<file path="src/rtl/trip_delay.sv">
module trip_delay #(
  parameter int CNT_W = 16
) (
  input  logic             clk,
  input  logic             rst,
  input  logic             trip_n_in,
  input  logic [CNT_W-1:0] match_val,
  output logic             trip_n_out
);

  logic [CNT_W-1:0] cnt_q;
  logic             in_q;
  logic             st_q;
  logic             ev_match;
  logic             ev_rise;

  assign ev_match   = ~trip_n_in & (cnt_q == match_val);
  assign ev_rise    = ~in_q & trip_n_in;
  assign trip_n_out = st_q | ev_rise;

  always_ff @(posedge clk) begin
    if (rst) begin
      cnt_q <= '0;
      in_q  <= 1'b1;
      st_q  <= 1'b1;
    end else begin
      in_q <= trip_n_in;
      st_q <= (st_q & ~ev_match) | (~st_q & ev_rise);
      if (trip_n_in)
        cnt_q <= '0;
      else if (cnt_q != match_val)
        cnt_q <= cnt_q + 1'b1;
    end
  end

endmodule


</file>
<file path="config.mk">
export PLATFORM = sky130hd
export DESIGN_NAME = trip_delay
export DESIGN_NICKNAME = d
export VERILOG_FILES = /design/src/rtl/trip_delay.sv
export SDC_FILE = /design/constraint.sdc
export NUM_CORES = 1
export LEC_CHECK = 0
export BUFFER_PORTS_ARGS = -buffer_cell sky130_fd_sc_hd__buf_2
export CELL_PAD_IN_SITES_DETAIL_PLACEMENT = 0
export CELL_PAD_IN_SITES_GLOBAL_PLACEMENT = 2
export CORE_MARGIN = 2
export CORE_UTILIZATION = 31
export DETAILED_ROUTE_END_ITERATION = 12
export PLACE_DENSITY = 0.78
export SYNTH_ARGS = -nofsm -noshare
export SYNTH_HDL_FRONTEND = slang
export SYNTH_SLANG_ARGS = --single-unit
</file>
<file path="constraint.sdc">
create_clock -name clk -period 2.3 [get_ports clk]
set_input_delay 0.46 -clock clk [delete_from_list [all_inputs] [get_ports clk]]
set_output_delay 0.46 -clock clk [all_outputs]
set_load 0.01 [all_outputs]
</file>
# Word-level counts from Yosys, hierarchy flattened
# Cells that the tools add are included.
[totals]
input_bits = 19
wordCells = 17
out_inout_bits = 1
register_bits = 18
[classes]
eq_ne = 2
n_reduce_logical = 1
bitwise = 10
add_sub_neg = 1
[ops]
columns = ["cell", "n"]
rows = [
  ["16-bit by 1-bit adder with 16-bit output (second input constant)", 1],
  ["16-bit == test", 1],
  ["16-bit != test", 1],
  ["1-bit bitwise AND", 4],
  ["1-bit NOT", 4],
  ["1-bit bitwise OR", 2],
  ["2-bit OR reduction", 1],
]

# Depth between registers and ports, before layout
# Gate-level depths: netlist of the first run.
[logic_depth]
word_depth = 5
mapped_depth = 7
ltp_nobuf = 5

# Worst setup path after synthesis of the first run
# OpenSTA, ideal clock, no wires.
[synth_path]
kind = "input to register"
startpoint = "input port match_val[9]"
endpoint = "register cnt_q[5]"
slack_ns = 0.580
required_ns = 2.228
setup_ns = 0.072
arrival_ns = 1.648
n_path_buf = 1
stages = 6
cell_sequence = "xnor2_1 nand4_1 or4_4 buf_6 nand4_1 mux2i_1"
[synth_between]
elab_chain_cells = 1
[synth_lines]
columns = ["element", "line_no", "source"]
rows = [
  ["start, declared", "7", "input logic [CNT_W-1:0] match_val,"],
  ["16-bit != test", "31", "else if (cnt_q != match_val)"],
  ["end signal, assigned", "32", "cnt_q <= cnt_q + 1'b1;"],
  ["end, declared", "11", "logic [CNT_W-1:0] cnt_q;"],
]
# No other way between the ends.
# A chain may end at the register's enable or synchronous reset.

# Final worst setup path of the first run
[layout_path]
startpoint = "register cnt_q[3]"
endpoint = "register cnt_q[5]"
[layout_between]
elab_chain_cells = 1
elab_cells_between_ends = 2
cone_classes = "add/sub: 1; eq/ne: 1"
[layout_lines]
columns = ["element", "line_no"]
rows = [
  ["16-bit by 1-bit adder with 16-bit output / 16-bit != test (equally long branches)", "32, 31"],
]
# Parallel ways exist; a longest one is shown, timed or not.

==> results.yml, run 1 <==
critical_path:
  worstPathArrival_ns: 2.05
  cp_common_cell: "nand4_1"
  worst-path-buf-inv: 0
  crit_path_start_kind: "register"
  critical_path.top_delay_family: "simple AND/OR/NAND/NOR gates"
  path_class: "reg2reg"
  crit_slowest_cell: "or4_4"
  max_stage_delay_ns: 0.60
  cp_data_required_time_ns: 2.53
  end_kind: "register"
  cp_cell_sequence: "xnor2_2, nand4_1, or4_4, nand4_1, mux2i_1"
  cp_max_fo: 8
clocking:
  cts_tree: "done"
  cts.clk_slew.worst_paths_ns: 0.11
  cts_buffers: 3
  cts_setup_buffers: 0
  ctsHoldBuffers: 0
  post_cts_resized: 0
  clkSinkCount: 18
  cts_buffer_depth: 2
  clock_insertion_delay_worst_skew_ns: 0.29
  htreeDepth: 1
  root_buffer: "clkbuf_4"
synthesis:
  synth-seq-area-share_pct: 34.78
  netlist_instances: 123
  ys_types: 29
  syn_nets: 143
  ys_seq_elements: 18
  yosysWarnings: 0
  synth_area_um2: 1036
  syn_avg_cell_area_um2: 8.423
placement:
  dpl_cell_area_um2: 1169
  globalplace.congestion: 0.7451
  dp_hpwl_um: 1854
  io_buffers: 19
floorplan:
  ios: 20
  coreArea_um2: 3128
  rows: 20
  die_w_um: 61.81
  die_area_um2: 3820
  start_util_pct: 33.12
  die_y_um: 61.81
timing:
  hold_viol_final: 0
  relSlewSlack_pct: 77.99
  setup-violations-final: 0
  period_minus_slack_ns: 1.822
  clock_skew_ns: 0.007244
  fin_crit_sh_pct: 79.20
  setup_tns_ns: 0
  timing.fmax_mhz: 549.0
  rsz0062_at_grt: "false"
  worstMarginPinSlew_ns: 0.3290
  drv_slew: 0
cells_and_area:
  syn2layout_area_growth_pct: 14.98
  final_cell_mix: "19 x buf_2, 18 x dfxtp_1, 16 x xnor2_1"
  num_antenna_cells: 0
  drive_above_1_share_pct: 19.72
  nNetsFinal: 164
  postLayoutCellArea_um2: 1191
  layout_commonest_cell: "buf_2"
drt:
  num_vias: 953
  vias_per_cell: 5.124
  drtIter0Drc: 13
  drtPass1Iterations: 4
  ant_nets: 0
  wire_per_inst_um: 13.13
  drt-total-wl_um: 2443
  remaining_drc_errors: 0
global_routing:
  track_usage_pct: 14.27
  first_global_vias: 866
  grt_pass1_wl_um: 3905
  antenna_found_initial: 0
  grt_overflow: 0
  grt_max_degree: 15
flow_run:
  max_cap_viol_count: 0
power_and_ir_drop:
  p_per_area_nw_per_um2: 441.7
  leakagePower_nw: 0.4089
  ir_worst_vdd_mv: 0.2886
min_path:
  min_path_type: "in2reg"
status:
  status: "complete, no violations"
[through the flow]
step           instances  hold slack [ns]  power (mW)  setup slack (ns)  utilization [%]
2_1_floorplan        123           0.4754      0.3492            0.5802                -
3_3_place_gp         183           0.4882      0.3752            0.4144            37.36
3_5_place_dp         183           0.4924      0.3750            0.3843            37.36
4_1_cts              186           0.3828      0.5348            0.4734            38.08
5_1_grt              186           0.3982      0.5558            0.3474            38.08
6_report             186           0.3913      0.5261            0.4784            38.08
[flip-flops by register name (all words and copies together) (netlist names)]
name	cells
in_q	1
cnt_q	16
st_q	1
[cell usage after synthesis]
library cell   n  area [µm²]
inv_1          3       11.26
and2_1         1       6.260
buf_6          2       22.52
a31oi_1        1       6.260
mux2i_1        2       20.02
a21oi_1       11       55.05
nand2b_1       1       6.260
clkbuf_1       2       7.510
xnor2_1       16       140.1
dfxtp_1       18       360.4
a21o_1         1       7.510
o21ai_1        8       40.04
nand4_1        9       56.30
nor2_1         4       15.01
or3_1          9       56.30
or4_4          1       11.26
xnor2_2        1       16.27
nand2_1       11       41.29
nand3_1        5       25.02
nor3_1         1       5.000
a41o_1         1       10.01
ha_1           1       12.51
and4_1         1       8.760
o211ai_1       1       7.510
and3_1         2       12.51
nor4_2         1       12.51
o31ai_1        3       22.52
or4_1          4       30.03
buf_2          2       10.01
[cells by family (layout without fill, tap and decap cells)]
logic type	after synthesis	in the layout	synth area share [%]
adder cells (fa/ha/maj)	1	1	1.208
AND/OR/NAND/NOR	50	50	27.66
XOR/XNOR	17	17	15.10
buffers and inverters	9	28	4.952
AO/OA/AOI/OAI	26	26	14.37
flip-flops	18	18	34.78
multiplexers	2	2	1.932
[cell type report]
class	instances	area [µm²]
Tap cell	44	55.05
Sequential cell	18	360.3
Multi-Input combinational cell	96	624.3
Inverter	3	11.26
Fill cell	338	1937
Timing Repair Buffer	22	117.6
Clock buffer	3	22.52
[worst reg2reg max path, delay by kind of cell, from the launching register on]
family           cells  cell delay [ns]
XOR/XNOR             1             0.16
flip-flops           1             0.52
multiplexers         1             0.17
AND/OR/NAND/NOR      3             0.89
[per-layer routing]
| layer | track usage (%) | up-vias | part of all wire [%] |
|---|---|---|---|
| li1 | - | 489 | - |
| met1 | 17.63 | 442 | 48 |
| met2 | 24.06 | 20 | 47 |
| met3 | 4.762 | 2 | 4.1 |
| met4 | 3.343 | 0 | 0.57 |
| met5 | 0 | - | 0 |
[power by group]
part           leakage [nW]  internal, mW  switching (mW)
clock                0.0138        0.0609          0.0976
combinational         0.250        0.0272          0.0237
sequential            0.146         0.314         0.00261
[path summary, 6_finish.rpt]
check / startpoint / endpoint / slack (ns) / cells after the start
max: cnt_q[3] / cnt_q[5] / 0.48 / 5
min: rst / st_q / 0.39 / 2
max reg2reg: cnt_q[3] / cnt_q[5] / 0.48 / 5
min reg2reg: cnt_q[15] / cnt_q[15] / 0.51 / 2
(Power assumes the default switching activity.)
==> run 2, diff against run 1 <==
==> constraint.sdc (replaced) <==
create_clock -name clk -period 1.7 [get_ports clk]
set_input_delay 0.34 -clock clk [delete_from_list [all_inputs] [get_ports clk]]
set_output_delay 0.34 -clock clk [all_outputs]
set_load 0.01 [all_outputs]
==> results.yml, run 2 (synthesized netlist as in run 1, its figures left out) <==
timing:
  hold_viol_final: 0
  setup-violations-final: 0
  period_minus_slack_ns: 1.693
  rsz0062_at_grt: "true"
  relSlewSlack_pct: 80.38
  fin_crit_sh_pct: 99.57
  worstMarginPinSlew_ns: 0.2919
  drv_slew: 0
  setup_tns_ns: 0
  clock_skew_ns: 0.002044
  hold_ws_ns: 0.2672
  timing.fmax_mhz: 590.8
cells_and_area:
  largestRegisters: "cnt_q (16), in_q (1), st_q (1)"
  layout_commonest_cell: "buf_2"
  drive_above_1_share_pct: 40.88
  regMostFlops: "cnt_q"
  num-fill-cells: 334
  final_cell_mix: "19 x buf_2, 18 x buf_4, 11 x xnor2_1"
  largest_reg_flops: 16
  seqCellArea_um2: 382.9
  multi_input_area_um2: 681.9
  syn2layout_area_growth_pct: 36.84
  nNetsFinal: 180
  fin_cells: 203
  num_antenna_cells: 0
  postLayoutCellArea_um2: 1418
drt:
  drtIter0Drc: 16
  remaining_drc_errors: 0
  vias_per_cell: 4.852
  wire_per_inst_um: 13.11
  drt-total-wl_um: 2662
  ant_nets: 0
  drtPass1Iterations: 4
  num_vias: 985
floorplan:
  die_y_um: 61.81
  die_w_um: 61.81
  coreArea_um2: 3128
  die_area_um2: 3820
  ios: 20
  start_util_pct: 33.12
  rows: 20
power_and_ir_drop:
  power_uw: 782.5
  p_per_area_nw_per_um2: 552.0
  leakagePower_nw: 0.5500
  ir_worst_vdd_mv: 0.2698
clocking:
  clock_insertion_delay_worst_skew_ns: 0.30
  root_buffer: "clkbuf_4"
  cts_buffers: 3
  cts_buffer_depth: 2
  htreeDepth: 1
  cts.clk_slew.worst_paths_ns: 0.11
  cts_tree: "done"
  clkSinkCount: 18
  ctsHoldBuffers: 0
global_routing:
  antenna_found_initial: 0
  first_global_vias: 956
  grt_pass1_wl_um: 4305
  grt_max_degree: 15
  track_usage_pct: 15.47
  grt_overflow: 0
critical_path:
  crit_path_start_kind: "register"
  cp_data_required_time_ns: 1.93
  path_class: "reg2reg"
  end_kind: "register"
  cp_max_fo: 7
  r2r.worst_path.cells: 5
  worstPathArrival_ns: 1.93
min_path:
  min_path_type: "in2reg"
  min_path_cells: 2
status:
  status: "complete, no violations"
placement:
  globalplace.congestion: 0.8136
  dpl_cell_area_um2: 1271
  dp_hpwl_um: 1999
  io_buffers: 19
  placed_cells: 195
flow_run:
  max_cap_viol_count: 0
[run 2: cell count changes in the layout (fill, tap and decap cells not counted), moves of 4 or more]
| cell | change |
|---|---|
| xnor2_1 | -5 |
| dfxtp_1 | -10 |
| xnor2_2 | +5 |
| dfxtp_4 | +4 |
| dfxtp_2 | +6 |
| buf_4 | +15 |
[run 2: power breakdown]
group          total (mW)  switching [mW]  internal (mW)
clock               0.278           0.147          0.130
sequential          0.422         0.00239          0.419
combinational      0.0831          0.0381         0.0449
total               0.783           0.188          0.595
[run 2: metrics by stage]
stage	worst slack (ns)	util, %
after detailed placement	-0.1591	40.64
after CTS	-0.0005995	42.48
after global routing	-0.08831	45.32
after floorplan	0.04702	-
final	0.007246	45.32
after global placement	-0.1170	40.64
[run 2: cell type report]
cell class / instances / area share [%]
timing repair buffer: 38 / 17.65
inverter: 3 / 0.7944
clock buffer: 4 / 2.560
sequential: 18 / 27.01
tap: 44 / 3.883
multi-input combinational: 96 / 48.10
[run 2: worst paths after layout]
check | startpoint | endpoint | slack [ns]
max | cnt_q[5] | cnt_q[5] | 0.007
min reg2reg | cnt_q[14] | cnt_q[14] | 0.51
min | rst | st_q | 0.27
max reg2reg | cnt_q[5] | cnt_q[5] | 0.007
[run 2: per-layer routing]
metal | vias up | global-route usage (%) | routed length, µm
met4 | 0 | 5.775 | 18
met2 | 23 | 25.41 | 1239
met1 | 439 | 20.81 | 1309
met3 | 2 | 1.863 | 95
li1 | 521 | - | -
met5 | - | 0 | 0
[run 2: worst max-delay path, cell delays in order, from the launching register on]
cell	delay (ns)
dfxtp_4	0.38
xnor2_2	0.14
nand4_1	0.17
or4_4	0.63
nand4_1	0.14
mux2i_1	0.17
[run 2: what timing repair did]
| item | 4_1_cts | 5_1_grt |
|---|---|---|
| pin swaps | 8 | 13 |
| resized for setup | 7 | 18 |
| setup buffers | 0 | 4 |
| cloned | 0 | 0 |
| setup endpoints to repair | 9 | 17 |
==> run 3, diff against run 2 <==
==> config.mk (replaced) <==
export PLATFORM = sky130hd
export DESIGN_NAME = trip_delay
export DESIGN_NICKNAME = d
export VERILOG_FILES = /design/src/rtl/trip_delay.sv
export SDC_FILE = /design/constraint.sdc
export NUM_CORES = 1
export LEC_CHECK = 0
export CELL_PAD_IN_SITES_DETAIL_PLACEMENT = 0
export CELL_PAD_IN_SITES_GLOBAL_PLACEMENT = 2
export CORE_MARGIN = 2
export CORE_UTILIZATION = 35
export DETAILED_ROUTE_END_ITERATION = 12
export DONT_BUFFER_PORTS = 1
export GPL_TIMING_DRIVEN = 1
export PLACE_DENSITY = 0.77
export SYNTH_ARGS = -nofsm -noshare
export SYNTH_HDL_FRONTEND = slang
export SYNTH_SLANG_ARGS = --single-unit
==> results.yml, run 3 (synthesized netlist as in run 1, its figures left out) <==
placement:
  dp_hpwl_um: 1962
  globalplace.congestion: 0.7740
  dpl_cell_area_um2: 1162
  io_buffers: 0
  pre_cts_slack_ns: -0.004614
timing:
  hold_viol_final: 0
  relSlewSlack_pct: 79.16
  period_minus_slack_ns: 1.717
  rsz0062_at_grt: "true"
  hold_ws_ns: 0.1368
  worst_slack_ns: -0.01709
  setup-violations-final: 1
  fin_crit_sh_pct: 101.0
  drv_slew: 0
  timing.fmax_mhz: 582.4
  worstMarginPinSlew_ns: 0.3099
  clock_skew_ns: 0.002471
power_and_ir_drop:
  power_uw: 755.4
  leakagePower_nw: 0.5159
  p_per_area_nw_per_um2: 542.0
  ir_worst_vdd_mv: 0.4479
flow_run:
  max_cap_viol_count: 0
floorplan:
  start_util_pct: 37.25
  ios: 20
  die_y_um: 58.41
  die_area_um2: 3411
  rows: 19
  coreArea_um2: 2781
  die_w_um: 58.41
drt:
  num_vias: 993
  wire_per_inst_um: 15.21
  drtPass1Iterations: 4
  ant_nets: 0
  drtIter0Drc: 19
  drt-total-wl_um: 2707
  remaining_drc_errors: 0
  vias_per_cell: 5.579
clocking:
  htreeDepth: 1
  cts_buffer_depth: 2
  ctsHoldBuffers: 0
  cts.clk_slew.worst_paths_ns: 0.11
  root_buffer: "clkbuf_4"
  clock_insertion_delay_worst_skew_ns: 0.30
  cts_buffers: 3
  clkSinkCount: 18
  cts_tree: "done"
critical_path:
  end_kind: "register"
  cp_max_fo: 4
  cp_data_required_time_ns: 1.93
  crit_path_start_kind: "register"
  path_class: "reg2reg"
  worstPathArrival_ns: 1.95
cells_and_area:
  num_antenna_cells: 0
  postLayoutCellArea_um2: 1394
  nNetsFinal: 168
  layout_commonest_cell: "buf_4"
  syn2layout_area_growth_pct: 34.54
  largest_reg_flops: 16
  drive_above_1_share_pct: 42.86
  final_cell_mix: "25 x buf_4, 11 x nand2_1, 10 x xnor2_2, 10 x dfxtp_2"
  largestRegisters: "cnt_q (16), in_q (1), st_q (1)"
  regMostFlops: "cnt_q"
global_routing:
  antenna_found_initial: 0
  track_usage_pct: 15.85
  grt_overflow: 0
  grt_max_degree: 15
  grt_pass1_wl_um: 4098
  first_global_vias: 906
status:
  status: "complete, but fails checks"
  violations: "negative setup slack"
min_path:
  min_path_type: "in2reg"
run 3: changes by cell type in the layout (fill, tap and decap cells not counted), moves of 4 or more:
cell and change:
dfxtp_2 +4, dfxtp_1 -4, xnor2_1 -4, buf_4 +7, buf_2 -19, xnor2_2 +4
run 3: final timing paths:
kind                 start  cells past startpoint  slack (ns)       end
hold reg to reg   cnt_q[5]                      2        0.49  cnt_q[5]
hold / removal         rst                      1        0.14      st_q
setup / recovery  cnt_q[4]                      7       -0.02  cnt_q[8]
setup reg to reg  cnt_q[4]                      7       -0.02  cnt_q[8]
run 3: cell type report:
type	instances	area (µm²)
multi-input cells	96	720.7
well taps	31	38.79
clock buffers	4	36.28
repair buffers	26	198.9
fillers	272	1388
flip-flops and latches	18	387.9
inverters	3	11.26
run 3: what timing repair did:
action,CTS,global route
gates resized for setup,1,34
setup endpoints to repair,2,15
pin swaps,3,18
setup buffers,0,10
run 3: critical path, stage by stage, from the launching register on:
cell and delay, ns:
dfxtp_4 0.38, xnor2_2 0.13, nand4_1 0.16, nor4_2 0.08, buf_4 0.15, buf_4 0.14
or4_1 0.49, a21oi_1 0.13
run 3: where the power goes:
group | leakage (nW) | total, mW | internal, mW | switching, mW
logic | 0.341 | 0.0606 | 0.0359 | 0.0247
clock network | 0.0210 | 0.272 | 0.131 | 0.141
registers | 0.154 | 0.423 | 0.420 | 0.00328
run 3: through the flow:
step / util [%] / std cells / TNS (ns)
4_1_cts: 43.14 / 169 / 0
2_1_floorplan: - / 123 / 0
3_5_place_dp: 41.79 / 165 / -0.004614
5_1_grt: 50.11 / 178 / -0.3426
6_report: 50.11 / 178 / -0.01709
3_3_place_gp: 41.79 / 165 / 0
run 3: metal layers:
metal | global-route usage (%) | part of all wire, %
met1 | 20.98 | 44
met2 | 26.16 | 51
met3 | 2.198 | 3.5
met4 | 5.980 | 1.1
met5 | 0 | 0
